## src/rtl/eirq_pkg.sv

```systemverilog
package eirq_pkg;
  typedef enum logic [2:0] {
    TRIG_LOW  = 3'b000,
    TRIG_HIGH = 3'b001,
    TRIG_FALL = 3'b010,
    TRIG_RISE = 3'b011,
    TRIG_BOTH = 3'b100
  } trig_e;

  localparam logic [1:0] SEL_TRIG = 2'd0;
  localparam logic [1:0] SEL_MASK = 2'd1;
  localparam logic [1:0] SEL_PEND = 2'd2;

  // reset code for every trigger field: decodes to no trigger
  localparam logic [3:0] TRIG_RESET = 4'h7;
endpackage

```

## src/rtl/eirq_sync.sv

```systemverilog
module eirq_sync #(
  parameter int WIDTH = 32
) (
  input  logic             clk,
  input  logic             rst_n,
  input  logic [WIDTH-1:0] din,
  output logic [WIDTH-1:0] cur_q,
  output logic [WIDTH-1:0] prev_q
);
  logic [WIDTH-1:0] meta_q;

  always_ff @(posedge clk or negedge rst_n) begin
    if (!rst_n) begin
      meta_q <= '0;
      cur_q  <= '0;
      prev_q <= '0;
    end else begin
      meta_q <= din;
      cur_q  <= meta_q;
      prev_q <= cur_q;
    end
  end
endmodule

```

## src/rtl/eirq_detect.sv

```systemverilog
module eirq_detect
  import eirq_pkg::*;
#(
  parameter int LINES = 8,
  parameter int FW    = 4
) (
  input  logic [LINES*FW-1:0] modes,
  input  logic [LINES-1:0]    cur,
  input  logic [LINES-1:0]    prev,
  output logic [LINES-1:0]    event_o
);
  for (genvar b = 0; b < LINES; b++) begin : g_line
    logic [2:0] code;
    assign code = modes[b*FW +: 3];
    always_comb begin
      unique case (code)
        TRIG_LOW:  event_o[b] = !cur[b];
        TRIG_HIGH: event_o[b] = cur[b];
        TRIG_FALL: event_o[b] = prev[b] && !cur[b];
        TRIG_RISE: event_o[b] = !prev[b] && cur[b];
        TRIG_BOTH: event_o[b] = prev[b] ^ cur[b];
        default:   event_o[b] = 1'b0;
      endcase
    end
  end
endmodule

```

## src/rtl/eirq_group.sv

```systemverilog
module eirq_group
  import eirq_pkg::*;
#(
  parameter int LINES = 8,
  parameter int FW    = 4,
  localparam int DW   = LINES * FW
) (
  input  logic             clk,
  input  logic             rst_n,
  input  logic [LINES-1:0] cur,
  input  logic [LINES-1:0] prev,
  input  logic             wr_trig,
  input  logic             wr_mask,
  input  logic             wr_pend,
  input  logic [DW-1:0]    wdata,
  output logic [DW-1:0]    trig_q,
  output logic [LINES-1:0] mask_q,
  output logic [LINES-1:0] pend_q,
  output logic [LINES-1:0] active
);
  logic [DW-1:0]    trig_d;
  logic [LINES-1:0] mask_d, pend_d, clr, ev;

  eirq_detect #(.LINES(LINES), .FW(FW)) u_det (
    .modes(trig_q), .cur(cur), .prev(prev), .event_o(ev)
  );

  always_comb begin
    trig_d = trig_q;
    mask_d = mask_q;
    if (wr_trig) trig_d = wdata;
    if (wr_mask) mask_d = wdata[LINES-1:0];
    clr    = wr_pend ? wdata[LINES-1:0] : '0;
    pend_d = (pend_q & ~clr) | ev;
  end

  always_ff @(posedge clk or negedge rst_n) begin
    if (!rst_n) begin
      trig_q <= {LINES{FW'(TRIG_RESET)}};
      mask_q <= '1;
      pend_q <= '0;
    end else begin
      trig_q <= trig_d;
      mask_q <= mask_d;
      pend_q <= pend_d;
    end
  end

  assign active = pend_q & ~mask_q;

  for (genvar b = 0; b < LINES; b++) begin : g_chk
    // a new event beats a simultaneous clear
    a_r9_event_beats_clear: assert property (@(posedge clk) disable iff (!rst_n)
      ev[b] |=> pend_q[b]);
    // a 1 written to a flag with no event clears it
    a_r9_w1c_clears: assert property (@(posedge clk) disable iff (!rst_n)
      (wr_pend && wdata[b] && !ev[b]) |=> !pend_q[b]);
    // a set flag that is not cleared stays set
    a_r9_hold_set: assert property (@(posedge clk) disable iff (!rst_n)
      (pend_q[b] && !(wr_pend && wdata[b])) |=> pend_q[b]);
    // a flag never rises without a detected event
    a_r3_no_spurious: assert property (@(posedge clk) disable iff (!rst_n)
      (!pend_q[b] && !ev[b]) |=> !pend_q[b]);
  end
endmodule

```

## src/rtl/eirq_ctrl_top.sv

```systemverilog
module eirq_ctrl_top
  import eirq_pkg::*;
#(
  parameter int GROUPS     = 4,
  parameter int LPG        = 8,
  parameter int FW         = 4,
  parameter int DED_GROUPS = 2,
  localparam int LINES     = GROUPS * LPG,
  localparam int DW        = LPG * FW,
  localparam int GW        = (GROUPS > 1) ? $clog2(GROUPS) : 1,
  localparam int AW        = GW + 2,
  localparam int DED       = DED_GROUPS * LPG
) (
  input  logic             clk,
  input  logic             rst_n,
  input  logic [LINES-1:0] pins,
  input  logic             reg_wr,
  input  logic [AW-1:0]    reg_addr,
  input  logic [DW-1:0]    reg_wdata,
  output logic [DW-1:0]    reg_rdata,
  output logic [DED-1:0]   irq_line,
  output logic             irq_shared
);
  logic [1:0]       rst_pipe_q;
  logic             rst_sync_n;
  logic [LINES-1:0] cur, prev;
  logic [GW-1:0]    grp;
  logic [1:0]       sel;

  logic [DW-1:0]  trig_a [GROUPS];
  logic [LPG-1:0] mask_a [GROUPS];
  logic [LPG-1:0] pend_a [GROUPS];
  logic [LPG-1:0] act_a  [GROUPS];
  logic [GROUPS-1:0] grp_any;
  logic [GROUPS-1:0] grp_pend;

  always_ff @(posedge clk or negedge rst_n) begin
    if (!rst_n) rst_pipe_q <= '0;
    else        rst_pipe_q <= {rst_pipe_q[0], 1'b1};
  end
  assign rst_sync_n = rst_pipe_q[1];

  eirq_sync #(.WIDTH(LINES)) u_sync (
    .clk(clk), .rst_n(rst_sync_n), .din(pins), .cur_q(cur), .prev_q(prev)
  );

  assign grp = reg_addr[AW-1:2];
  assign sel = reg_addr[1:0];

  for (genvar g = 0; g < GROUPS; g++) begin : g_grp
    logic hit;
    assign hit = reg_wr && (grp == GW'(g));
    eirq_group #(.LINES(LPG), .FW(FW)) u_grp (
      .clk(clk), .rst_n(rst_sync_n),
      .cur(cur[g*LPG +: LPG]), .prev(prev[g*LPG +: LPG]),
      .wr_trig(hit && sel == SEL_TRIG),
      .wr_mask(hit && sel == SEL_MASK),
      .wr_pend(hit && sel == SEL_PEND),
      .wdata(reg_wdata),
      .trig_q(trig_a[g]), .mask_q(mask_a[g]), .pend_q(pend_a[g]),
      .active(act_a[g])
    );
    assign grp_any[g]  = |act_a[g];
    assign grp_pend[g] = |(pend_a[g] & ~mask_a[g]);
    if (g < DED_GROUPS) begin : g_ded
      assign irq_line[g*LPG +: LPG] = act_a[g];
    end
  end

  assign irq_shared = |grp_any[GROUPS-1:DED_GROUPS];

  always_comb begin
    reg_rdata = '0;
    unique case (sel)
      SEL_TRIG: reg_rdata = trig_a[grp];
      SEL_MASK: reg_rdata = DW'(mask_a[grp]);
      SEL_PEND: reg_rdata = DW'(pend_a[grp]);
      default:  reg_rdata = '0;
    endcase
  end

  // the shared output never rises without an unmasked upper-group flag
  a_r12_shared_source: assert property (@(posedge clk) disable iff (!rst_sync_n)
    irq_shared |-> (|grp_pend[GROUPS-1:DED_GROUPS]));
  // a dedicated output stays low while its whole group is masked
  a_r11_masked_quiet: assert property (@(posedge clk) disable iff (!rst_sync_n)
    (&mask_a[0]) |-> (irq_line[LPG-1:0] == '0));
endmodule

```

## config.mk

```make
export PLATFORM = sky130hd
export DESIGN_NAME = eirq_ctrl_top
export DESIGN_NICKNAME = d
export VERILOG_FILES = /design/src/rtl/eirq_pkg.sv /design/src/rtl/eirq_sync.sv /design/src/rtl/eirq_detect.sv /design/src/rtl/eirq_group.sv /design/src/rtl/eirq_ctrl_top.sv
export SDC_FILE = /design/constraint.sdc
export NUM_CORES = 1
export LEC_CHECK = 0
export BUFFER_PORTS_ARGS = -buffer_cell sky130_fd_sc_hd__clkbuf_2
export CAP_MARGIN = 20
export CORE_ASPECT_RATIO = 1.2
export CORE_MARGIN = 3
export CORE_UTILIZATION = 65
export CTS_CLUSTER_DIAMETER = 50
export DETAILED_ROUTE_END_ITERATION = 10
export PLACE_DENSITY_LB_ADDON = 0.15
export SLEW_MARGIN = 20
export SYNTH_ARGS = -nofsm -noshare
export SYNTH_HDL_FRONTEND = slang
export SYNTH_SLANG_ARGS = --single-unit
```

## constraint.sdc

```tcl
create_clock -name clk -period 16.05 [get_ports clk]
set_clock_uncertainty 0.05 [all_clocks]
set_input_delay 2.4075 -clock clk [delete_from_list [all_inputs] [get_ports clk]]
set_output_delay 2.4075 -clock clk [all_outputs]
set_load 0.01 [all_outputs]
```

==> results.md, run 1 <==
* Status: completed
* Tcrit/Tclk final at a little over two fifths
* Critical Path Source Type: primary input
* Metal3 WL at between 1500 and 2000 um
* LEAKAGE at approximately 7 nW
* Hold Worst Slack at around 0.26 ns
* Peak supply drop at ~0.11 mV
* Io pins at 120
* NetSw at between 0.5 and 0.6 mW
* IO Port Bufs at ~120
* # placed instances at between 1,000 and 1,500
* GRT overflow at 0
* CP Class: in2out
* Critical Path Fanout Max at between 50 and 60
* CTS tree: built
* WP data required at 13.59 ns
* Combinational group share of total power at between 10% and 20%
* Routed vias at ~8,600
* Clock latency on the worst-skew pair at around 0.54 ns
* Top cells by area, synth: dfrtp_1, dfstp_2, mux2_2, mux4_2, mux2_4
* Die width at roughly 140 um
* Most frequent cells in the layout: dfrtp_1, dfstp_2, clkbuf_2
* Vias in the first global route at a little over 9,000
* Met1 wire length at approximately 13,000 um
* Initial core utilization at about two thirds
* Drt wl/cell at approximately 21 um
* Routed wire length at ~31,000 um
* Worst slew margin at slightly below 30%
* Sw Share at between 20% and 30%
* First-pass iteration count of the detailed router at 4
* Synth Flop Type: dfrtp_1
* FP Rows at 58
* Post-CTS Setup Inserts at 0
* Post-synthesis cell type count at 34
* Num CTS Buffers at 31
* Crit end category: output port
* Final worst slack at between 9 and 10 ns
* Hpwl dp at between 15,000 and 20,000 um
* Clk buf depth at 3
* Post-CTS Resized at 0
* Drt initial violations at around 420
* P&R area growth vs syn at 13.2%
* Setup WS pre-CTS at 9.22 ns
* Final std cells w/o fill at roughly 1,400
* Final TNS setup at 0 ns
* Clk slew on worst S/H paths at 0.06 ns
* Synthesis warning total at 0
* Share of the synthesized area in the top cell type at approximately 29%
* Final Power at around 2.1 mW
* Final net count at 1,269
* Vias per inst at around 6
* EDFF count, synth at 0
* Gr usage total at between 20% and 30%
* Syn_nets at 1,147
* CTS H-tree depth at 1
* Gate Count Post-Synth at approximately 1,000
* Int Power at around 1.6 mW
* Max Freq at ~150 MHz
* Worst Hold Class: reg2async
* Final Cell Area at about 16,000 um^2
* Placed Area at roughly 15,000 um^2
* Mapped cell area at ~14,000 um^2
* Die area at between 20,000 and 25,000 um^2
* Die Y at 168 um
* Number of diodes at 0
* Clock network power share at a little over a third
* Initial antenna violation count at 0
* Met2 Routed Length at approximately 15,000 um
* Post-synth ARST share at 100%
* Root Driver: clkbuf_16
* Biggest area consumer among synthesized cells: dfrtp_1
* Final Hold Viols at 0
* Unrepaired setup endpoints after global routing: false
* Pwr dens at about 130 nW/um^2
* Clk sinks at 290
* Antenna viol nets, final at 0
* Avg Inst Size Synth at between 10 and 15 um^2
* Sequential share of power at roughly 48%
* Final min period at slightly below 7 ns
* Max-cap viol count at 0
* Endpoints failing setup at 0
* Pin count of the biggest net entering global routing at 182
* GP Congestion at between 0.8 and 0.9
* Register area share after synthesis at 52.2%
* Post-cts hold buffer count at 0
* Max layer used: met4
* Synthesized flop and latch total at 290
* Arrival time at the worst endpoint at ~4.4 ns
* Global-route wire length before repair at around 50,000 um
* Tightest Pin Transition at between 1 and 1.5 ns
* Drt drc at 0
* Fraction of layout instances using a drive strength above 1 at a little under half
* Commonest non-fill, non-tap cell in the layout: dfrtp_1
* Final Util at between 70% and 80%
* Core area at around 21,000 um^2
* Final Max Tran Viols at 0
worst paths after layout:
check	start	endpoint	slack, ns	depth (start not counted)
max	reg_addr[3]	reg_rdata[3]	9.21	6
min	rst_pipe_q[1]	u_sync.meta_q[3]	0.26	0
max reg2reg	rst_pipe_q[1]	u_sync.meta_q[5]	14.37	1
min reg2reg	rst_pipe_q[1]	u_sync.meta_q[3]	0.26	0
max in group asynchronous	rst_n	rst_pipe_q[1]	14.25	1
min in group clk	rst_pipe_q[0]	rst_pipe_q[1]	0.29	0
power groups by stage:
| stage | Combinational, mW | Sequential, mW | Clock (mW) |
|---|---|---|---|
| 3_5_place_dp | 0.365 | 1.02 | 0 |
| 3_3_place_gp | 0.355 | 1.02 | 0 |
| 4_1_cts | 0.369 | 1.01 | 0.758 |
| 6_report | 0.366 | 1.01 | 0.748 |
| 2_1_floorplan | 0.276 | 0.992 | 0 |
| 5_1_grt | 0.399 | 1.03 | 0.792 |
logic make-up (layout without fill, tap and decap cells):
family / Yosys count / in the layout / synth area share [%]
AOI/OAI and AO/OA: 116 / 116 / 5.77
xor gates and xnor gates: 31 / 31 / 1.91
adders and majority gates: 64 / 64 / 5.64
buffers and inverters: 128 / 274 / 4.11
DFF: 290 / 290 / 52.2
muxes: 253 / 253 / 25.0
other: 1 / 1 / 0.0264
and+or+nand+nor: 129 / 129 / 5.30
cell usage after synthesis (22+ instances only):
cell	number
mux4_2	48
and2_1	24
dfstp_2	128
inv_1	89
nand3b_1	22
o31ai_1	32
mux2_2	106
o211ai_1	31
dfrtp_1	162
mux2i_1	42
xnor2_1	31
o21ai_0	28
ha_1	64
nor2_1	23
mux2_4	57
nor2b_1	30
worst max-delay path, stage by stage:
cell and delay, ns:
clkbuf_2 0.08, buf_4 0.69, mux4_2 0.60, a22oi_1 0.36
nand2_1 0.09, clkbuf_2 0.14
state kept, by name, summed over array words and instances, names as in the netlist:
name                cells
u_sync.cur_q           32
g_grp.u_grp.trig_q    128
rst_pipe_q              2
g_grp.u_grp.mask_q     32
u_sync.meta_q          32
g_grp.u_grp.pend_q     32
u_sync.prev_q          32
cell type report:
type	count	area, um^2
Clock buffer	39	856
Clock inverter	18	234
Fill cell	1338	5110
Inverter	89	334
Multi-Input combinational cell	594	6220
Sequential cell	290	7420
Tap cell	270	338
Timing Repair Buffer	128	678
metal layers:
layer  GRT usage [%]  up-vias
met3            4.18       48
met5               0        -
met1            36.5     4418
met2            43.8      271
li1                -     3862
met4            7.46        0
Power figures use the tool's default switching activity.
==> inputs of run 2 (changes only) <==
--- a/config.mk
+++ b/config.mk
@@ -9,7 +9,7 @@
 export CAP_MARGIN = 20
 export CORE_ASPECT_RATIO = 1.2
 export CORE_MARGIN = 3
-export CORE_UTILIZATION = 65
+export CORE_UTILIZATION = 54
 export CTS_CLUSTER_DIAMETER = 50
 export DETAILED_ROUTE_END_ITERATION = 10
 export PLACE_DENSITY_LB_ADDON = 0.15
==> constraint.sdc (replaced) <==
create_clock -name clk -period 5.51 [get_ports clk]
set_clock_uncertainty 0.05 [all_clocks]
set_input_delay 0.8265 -clock clk [delete_from_list [all_inputs] [get_ports clk]]
set_output_delay 0.8265 -clock clk [all_outputs]
set_load 0.01 [all_outputs]
==> results.md, run 2 (synthesized netlist as in run 1, its figures left out) <==
* Hpwl dp at approximately 21,000 um
* Drt drc at 0
* Worst path cell trace: buf_4 > buf_4 > mux4_2 > a22oi_1 > nand2_1 > clkbuf_2
* # placed instances at 1,437
* Fill count at between 1,500 and 2,000
* Routed vias at between 8,000 and 9,000
* R2R Setup Slk at 3.66 ns
* CP max-delay cell: mux4_2
* Post-CTS Setup Inserts at 0
* Final Max Tran Viols at 0
* P&R area growth vs syn at 14.6%
* Crit path capture: reg_rdata[0]
* Clock latency on the worst-skew pair at 0.50 ns
* Vias per inst at 5.70
* Status: completed
* Critical Path Fanout Max at 34
* Commonest non-fill, non-tap cell in the layout: dfrtp_1
* WP data required at roughly 4.6 ns
* Endpoints failing setup at 0
* Max Freq at 267 MHz
* Vias in the first global route at ~9,000
* Final min period at roughly 3.7 ns
* Die area at 28,300 um^2
* Clk sinks at 290
* GP Congestion at 0.833
* Unrepaired setup endpoints after global routing: false
* Fraction of layout instances using a drive strength above 1 at 46.0%
* CP delay by family, top: buffers and inverters
* Final std cells w/o fill at approximately 1,500
* Core area at approximately 26,000 um^2
* Global-route wire length before repair at 51,200 um
* Post-cts hold buffer count at 0
* Die Y at ~180 um
* Max-cap viol count at 0
* Io pins at between 100 and 150
* Most frequent cells in the layout: dfrtp_1, dfstp_2, clkbuf_2
* Worst slew margin at ~37%
* Final Cell Area at roughly 16,000 um^2
* Final Util at 63.3%
* Biggest register: g_grp.u_grp.trig_q
* Crit end category: output port
* CP Class: in2out
* R2r endpoint: u_sync.cur_q[7]
* Final TNS setup at 0 ns
* Tightest Pin Transition at ~0.94 ns
* Hold Worst Slack at between 0.05 and 0.06 ns
* FP Rows at 64
* Post-CTS Resized at 0
* Final net count at roughly 1,300
* Peak supply drop at 0.309 mV
* Critical Path Source Type: primary input
* First-pass iteration count of the detailed router at 5
* Clk buf depth at 3
* Crit-path max cell delay at 0.55 ns
* CTS H-tree depth at 2
* Initial core utilization at 55.2%
* GRT overflow at 0
* LEAKAGE at 7.27 nW
* Drt initial violations at approximately 420
* Initial antenna violation count at 1
* Number of diodes at 0
* Pwr dens at 390 nW/um^2
* Most used cell, CP: buf_4
* Reg2Reg Depth at 1
* Reg2reg start: rst_pipe_q[1]
* Clk slew on worst S/H paths at roughly 0.050 ns
* Final Hold Viols at 0
* Gr usage total at between 20% and 30%
* CTS tree: built
* Antenna viol nets, final at 0
* Routed wire length at roughly 32,000 um
* Pin count of the biggest net entering global routing at 74
* CP Launch Point: reg_addr[2]
* Worst Hold Class: in2async
* Die width at about 150 um
* Max FFs per register at ~130
* Crit path depth at 6
* Arrival time at the worst endpoint at 2.87 ns
* Drt wl/cell at roughly 21 um
* Tcrit/Tclk final at 68.0%
* Num CTS Buffers at 35
* CP bufs+invs at 3
* IO Port Bufs at between 100 and 150
* Root Driver: clkbuf_16
* Placed Area at around 15,000 um^2
[run 2: changes by cell type in the layout (fill, tap and decap cells not counted), sizes merged]
cell	change
clkinvlp	-1
clkinv	-3
bufinv	-1
clkbuf	+10
inv	+1
buf	+6
[run 2: how the worst min path moves through the flow]
stage                 startpoint               end  slack (ns)  cells past startpoint
3_3_place_gp   u_sync.meta_q[28]  u_sync.cur_q[28]        0.28                      0
5_1_grt                    rst_n     rst_pipe_q[0]        0.04                      1
2_1_floorplan      rst_pipe_q[0]     rst_pipe_q[1]        0.28                      0
4_1_cts                    rst_n     rst_pipe_q[1]        0.03                      1
3_5_place_dp   u_sync.meta_q[22]  u_sync.cur_q[22]        0.28                      0
6_report                   rst_n     rst_pipe_q[1]        0.05                      1
[run 2: where the power goes]
| group | leakage [nW] | internal (mW) | switching, mW |
|---|---|---|---|
| registers | 3.16 | 2.62 | 0.335 |
| clock network | 0.577 | 1.45 | 0.877 |
| logic | 3.53 | 0.635 | 0.426 |
[run 2: metrics by stage]
| stage | power, mW | worst slack [ns] |
|---|---|---|
| floorplan | 3.69 | 0.831 |
| detailed placement | 4.06 | 1.72 |
| CTS | 6.41 | 1.72 |
| finish | 6.35 | 1.77 |
| global placement | 4.02 | 1.74 |
| global route | 6.65 | 1.57 |
[run 2: final cells by class]
type / count / area [um^2] / area share [%]
tap: 330 / 413 / 2.54
timing repair buffer: 134 / 711 / 4.37
multi-input combinational: 594 / 6220 / 38.2
sequential: 290 / 7420 / 45.6
clock buffer: 49 / 991 / 6.09
clock inverter: 14 / 183 / 1.12
inverter: 89 / 334 / 2.05
[run 2: per-layer routing]
metal / global-route usage [%] / up-vias / wire length [um] / share of wire, %
met5: 0 / - / 13 / 0.041
met4: 6.36 / 2 / 662 / 2.1
met3: 3.63 / 51 / 1480 / 4.7
met2: 38.1 / 216 / 15800 / 50
met1: 31.5 / 4400 / 13600 / 43
li1: - / 3885 / - / -
==> inputs of run 3 (changes only) <==
--- a/config.mk
+++ b/config.mk
@@ -5,11 +5,12 @@
 export SDC_FILE = /design/constraint.sdc
 export NUM_CORES = 1
 export LEC_CHECK = 0
+export ABC_AREA = 1
 export BUFFER_PORTS_ARGS = -buffer_cell sky130_fd_sc_hd__clkbuf_2
 export CAP_MARGIN = 20
 export CORE_ASPECT_RATIO = 1.2
 export CORE_MARGIN = 3
-export CORE_UTILIZATION = 54
+export CORE_UTILIZATION = 60
 export CTS_CLUSTER_DIAMETER = 50
 export DETAILED_ROUTE_END_ITERATION = 10
 export PLACE_DENSITY_LB_ADDON = 0.15
==> constraint.sdc (replaced) <==
create_clock -name clk -period 3.7 [get_ports clk]
set_clock_uncertainty 0.05 [all_clocks]
set_input_delay 0.555 -clock clk [delete_from_list [all_inputs] [get_ports clk]]
set_output_delay 0.555 -clock clk [all_outputs]
set_load 0.01 [all_outputs]
==> results.md, run 3 <==
* Final net count at approximately 2,100
* Synth Flop Type: dfrtp_1
* Mapped cell area at between 10,000 and 15,000 um^2
* CP Launch Point: reg_addr[2]
* Clk sinks at 290
* Biggest area consumer among synthesized cells: dfrtp_1
* GP Congestion at ~0.90
* Biggest register: g_grp.u_grp.trig_q
* Tightest Pin Transition at 0.818 ns
* Final Util at a little over 70%
* Io pins at 120
* Global-route wire length before repair at 59,600 um
* Final TNS setup at 0 ns
* Worst Hold Class: in2reg
* Peak supply drop at 0.421 mV
* Avg Inst Size Synth at around 7.8 um^2
* P&R area growth vs syn at 14.5%
* Register area share after synthesis at between 50% and 60%
* Initial core utilization at between 60% and 70%
* NetSw at between 2 and 3 mW
* Drt initial violations at 943
* R2R Setup Slk at approximately 2.4 ns
* Critical Path Source Type: primary input
* Critical Path Fanout Max at 23
* Syn_nets at around 2,000
* Root Driver: clkbuf_16
* Num CTS Buffers at 31
* Mux contribution to synthesized area at 0%
* Hpwl dp at 25,000 um
* IO Port Bufs at 119
* Post-CTS Setup Inserts at 0
* FP Rows at 61
* Post-synth ARST share at 100%
* Final Max Tran Viols at 0
* Reg2Reg Depth at 6
* Top cells by area, synth: dfrtp_1, dfstp_2, nand2_1, inv_1, o21ai_0
* Pin count of the biggest net entering global routing at between 100 and 150
* Drt wl/cell at about 16 um
* Vias per inst at roughly 5.3
* EDFF count, synth at 0
* Clock network power share at 36.9%
* Clk buf depth at 3
* Max-cap viol count at 0
* GRT overflow at 0
* Die width at 148 um
* Max Freq at roughly 320 MHz
* Routed vias at 12,328
* Largest family of logic cells by synthesized area: simple AND/OR/NAND/NOR gates
* Final Hold Viols at 0
* Synthesized flop and latch total at between 200 and 300
* Clk slew on worst S/H paths at about 0.070 ns
* Synth cell count leaders: nand2_1, inv_1, o21ai_0, dfrtp_1, nor2_1
* LEAKAGE at between 8 and 9 nW
* Reg2reg start: u_sync.cur_q[25]
* Tcrit/Tclk final at 84.6%
* Antenna viol nets, final at 0
* CTS tree: built
* Placed Area at 15,500 um^2
* Clock latency on the worst-skew pair at roughly 0.57 ns
* WP data required at 3.09 ns
* Status: completed
* Worst slew margin at 45.4%
* Simple-gate share of the synthesized area at between 20% and 30%
* Unrepaired setup endpoints after global routing: false
* Gate Count Post-Synth at 1,870
* Fraction of layout instances using a drive strength above 1 at around 18%
* Sw Share at 29.2%
* Synthesis warning total at 0
* Share of the synthesized area in the top cell type at 27.9%
* Die area at between 20,000 and 30,000 um^2
* Vias in the first global route at 12,002
* Gr usage total at 28.3%
* Routed wire length at approximately 37,000 um
* Synth Area in Adders at under 10%
* Crit end category: output port
* First-pass iteration count of the detailed router at 5
* Post-synthesis cell type count at 28
* Int Power at between 6 and 7 mW
* Die Y at roughly 180 um
* CP Class: in2out
* Sequential share of power at between 40% and 50%
* Most numerous cell in the Yosys netlist: nand2_1
* Endpoints failing setup at 0
* Most frequent cells in the layout: nand2_1, inv_1, o21ai_0
* Xor/xnor share of the synthesized area at 0%
* Crit path capture: reg_rdata[10]
* Core area at between 20,000 and 25,000 um^2
* CTS H-tree depth at 1
* R2r endpoint: g_grp[3].u_grp.pend_q[1]
* Arrival time at the worst endpoint at around 2.5 ns
* Commonest non-fill, non-tap cell in the layout: nand2_1
* Drt drc at 0
* Final Cell Area at about 17,000 um^2
* Initial antenna violation count at 2
* Final min period at 3.13 ns
* Combinational group share of total power at 17.4%
* Pwr dens at around 550 nW/um^2
* Synth Area in Compound Gates at roughly 7.2%
* Max FFs per register at around 130
run 3: logic make-up after synthesis:
group / Yosys count
fa+ha+maj: 64
other cells: 1
buf+inv: 317
flops: 290
compound gates: 204
simple gates: 994
run 3: how the worst min path moves through the flow:
stage                       start  slack, ns  depth (start not counted)                 to
floorplan                   rst_n       0.21                          0      rst_pipe_q[0]
global placement    rst_pipe_q[1]       0.19                          0   u_sync.cur_q[12]
detailed placement  rst_pipe_q[1]       0.19                          0   u_sync.cur_q[11]
CTS                      pins[21]       0.02                          1  u_sync.meta_q[21]
global route             pins[29]       0.02                          1  u_sync.meta_q[29]
finish                    pins[7]       0.04                          1   u_sync.meta_q[7]
run 3: through the flow:
step / std cells / total power, mW / worst slack, ns / hold WS (ns)
final: 2331 / 9.21 / 0.569 / 0.0360
after global routing: 2331 / 9.70 / 0.374 / 0.0223
after CTS: 2329 / 9.25 / 0.634 / 0.0184
after detailed placement: 2270 / 5.83 / 0.656 / 0.192
after global placement: 2270 / 5.76 / 0.719 / 0.190
after floorplan: 1870 / 5.30 / 0.829 / 0.209
run 3: layer usage:
layer | track usage [%] | up-vias | wire [um]
li1 | - | 5994 | -
met1 | 37.1 | 5810 | 15200
met2 | 47.8 | 430 | 17800
met3 | 4.57 | 92 | 2590
met4 | 10.9 | 2 | 1380
met5 | 0 | - | 13
run 3: cell type report:
type                       count  area (um^2)
clock inverter                15          251
clock buffer                  43          881
fill                        1931         6870
tap                          315          394
inverter                     262          983
sequential                   290         7420
antenna                        1         2.50
timing repair buffer         142          808
multi-input combinational   1263         5900
run 3: critical path: stages:
cell	delay, ns
clkbuf_2	0.45
inv_2	0.36
nor2_4	0.31
inv_2	0.26
o21ai_0	0.21
nor2_1	0.05
nor2_1	0.13
clkbuf_2	0.17
run 3: timing repair:
item	4_1_cts	5_1_grt
hold buffers	1	0
endpoints found under the hold margin	2	0
gates resized for setup	0	0
endpoints found under the setup margin	0	0
run 3: power groups by stage:
stage / Combinational, mW / Sequential [mW] / Clock [mW]
after global placement: 1.53 / 4.23 / 0
after CTS: 1.60 / 4.20 / 3.44
after detailed placement: 1.59 / 4.25 / 0
after floorplan: 1.12 / 4.18 / 0
after global routing: 1.85 / 4.28 / 3.57
final: 1.60 / 4.21 / 3.40
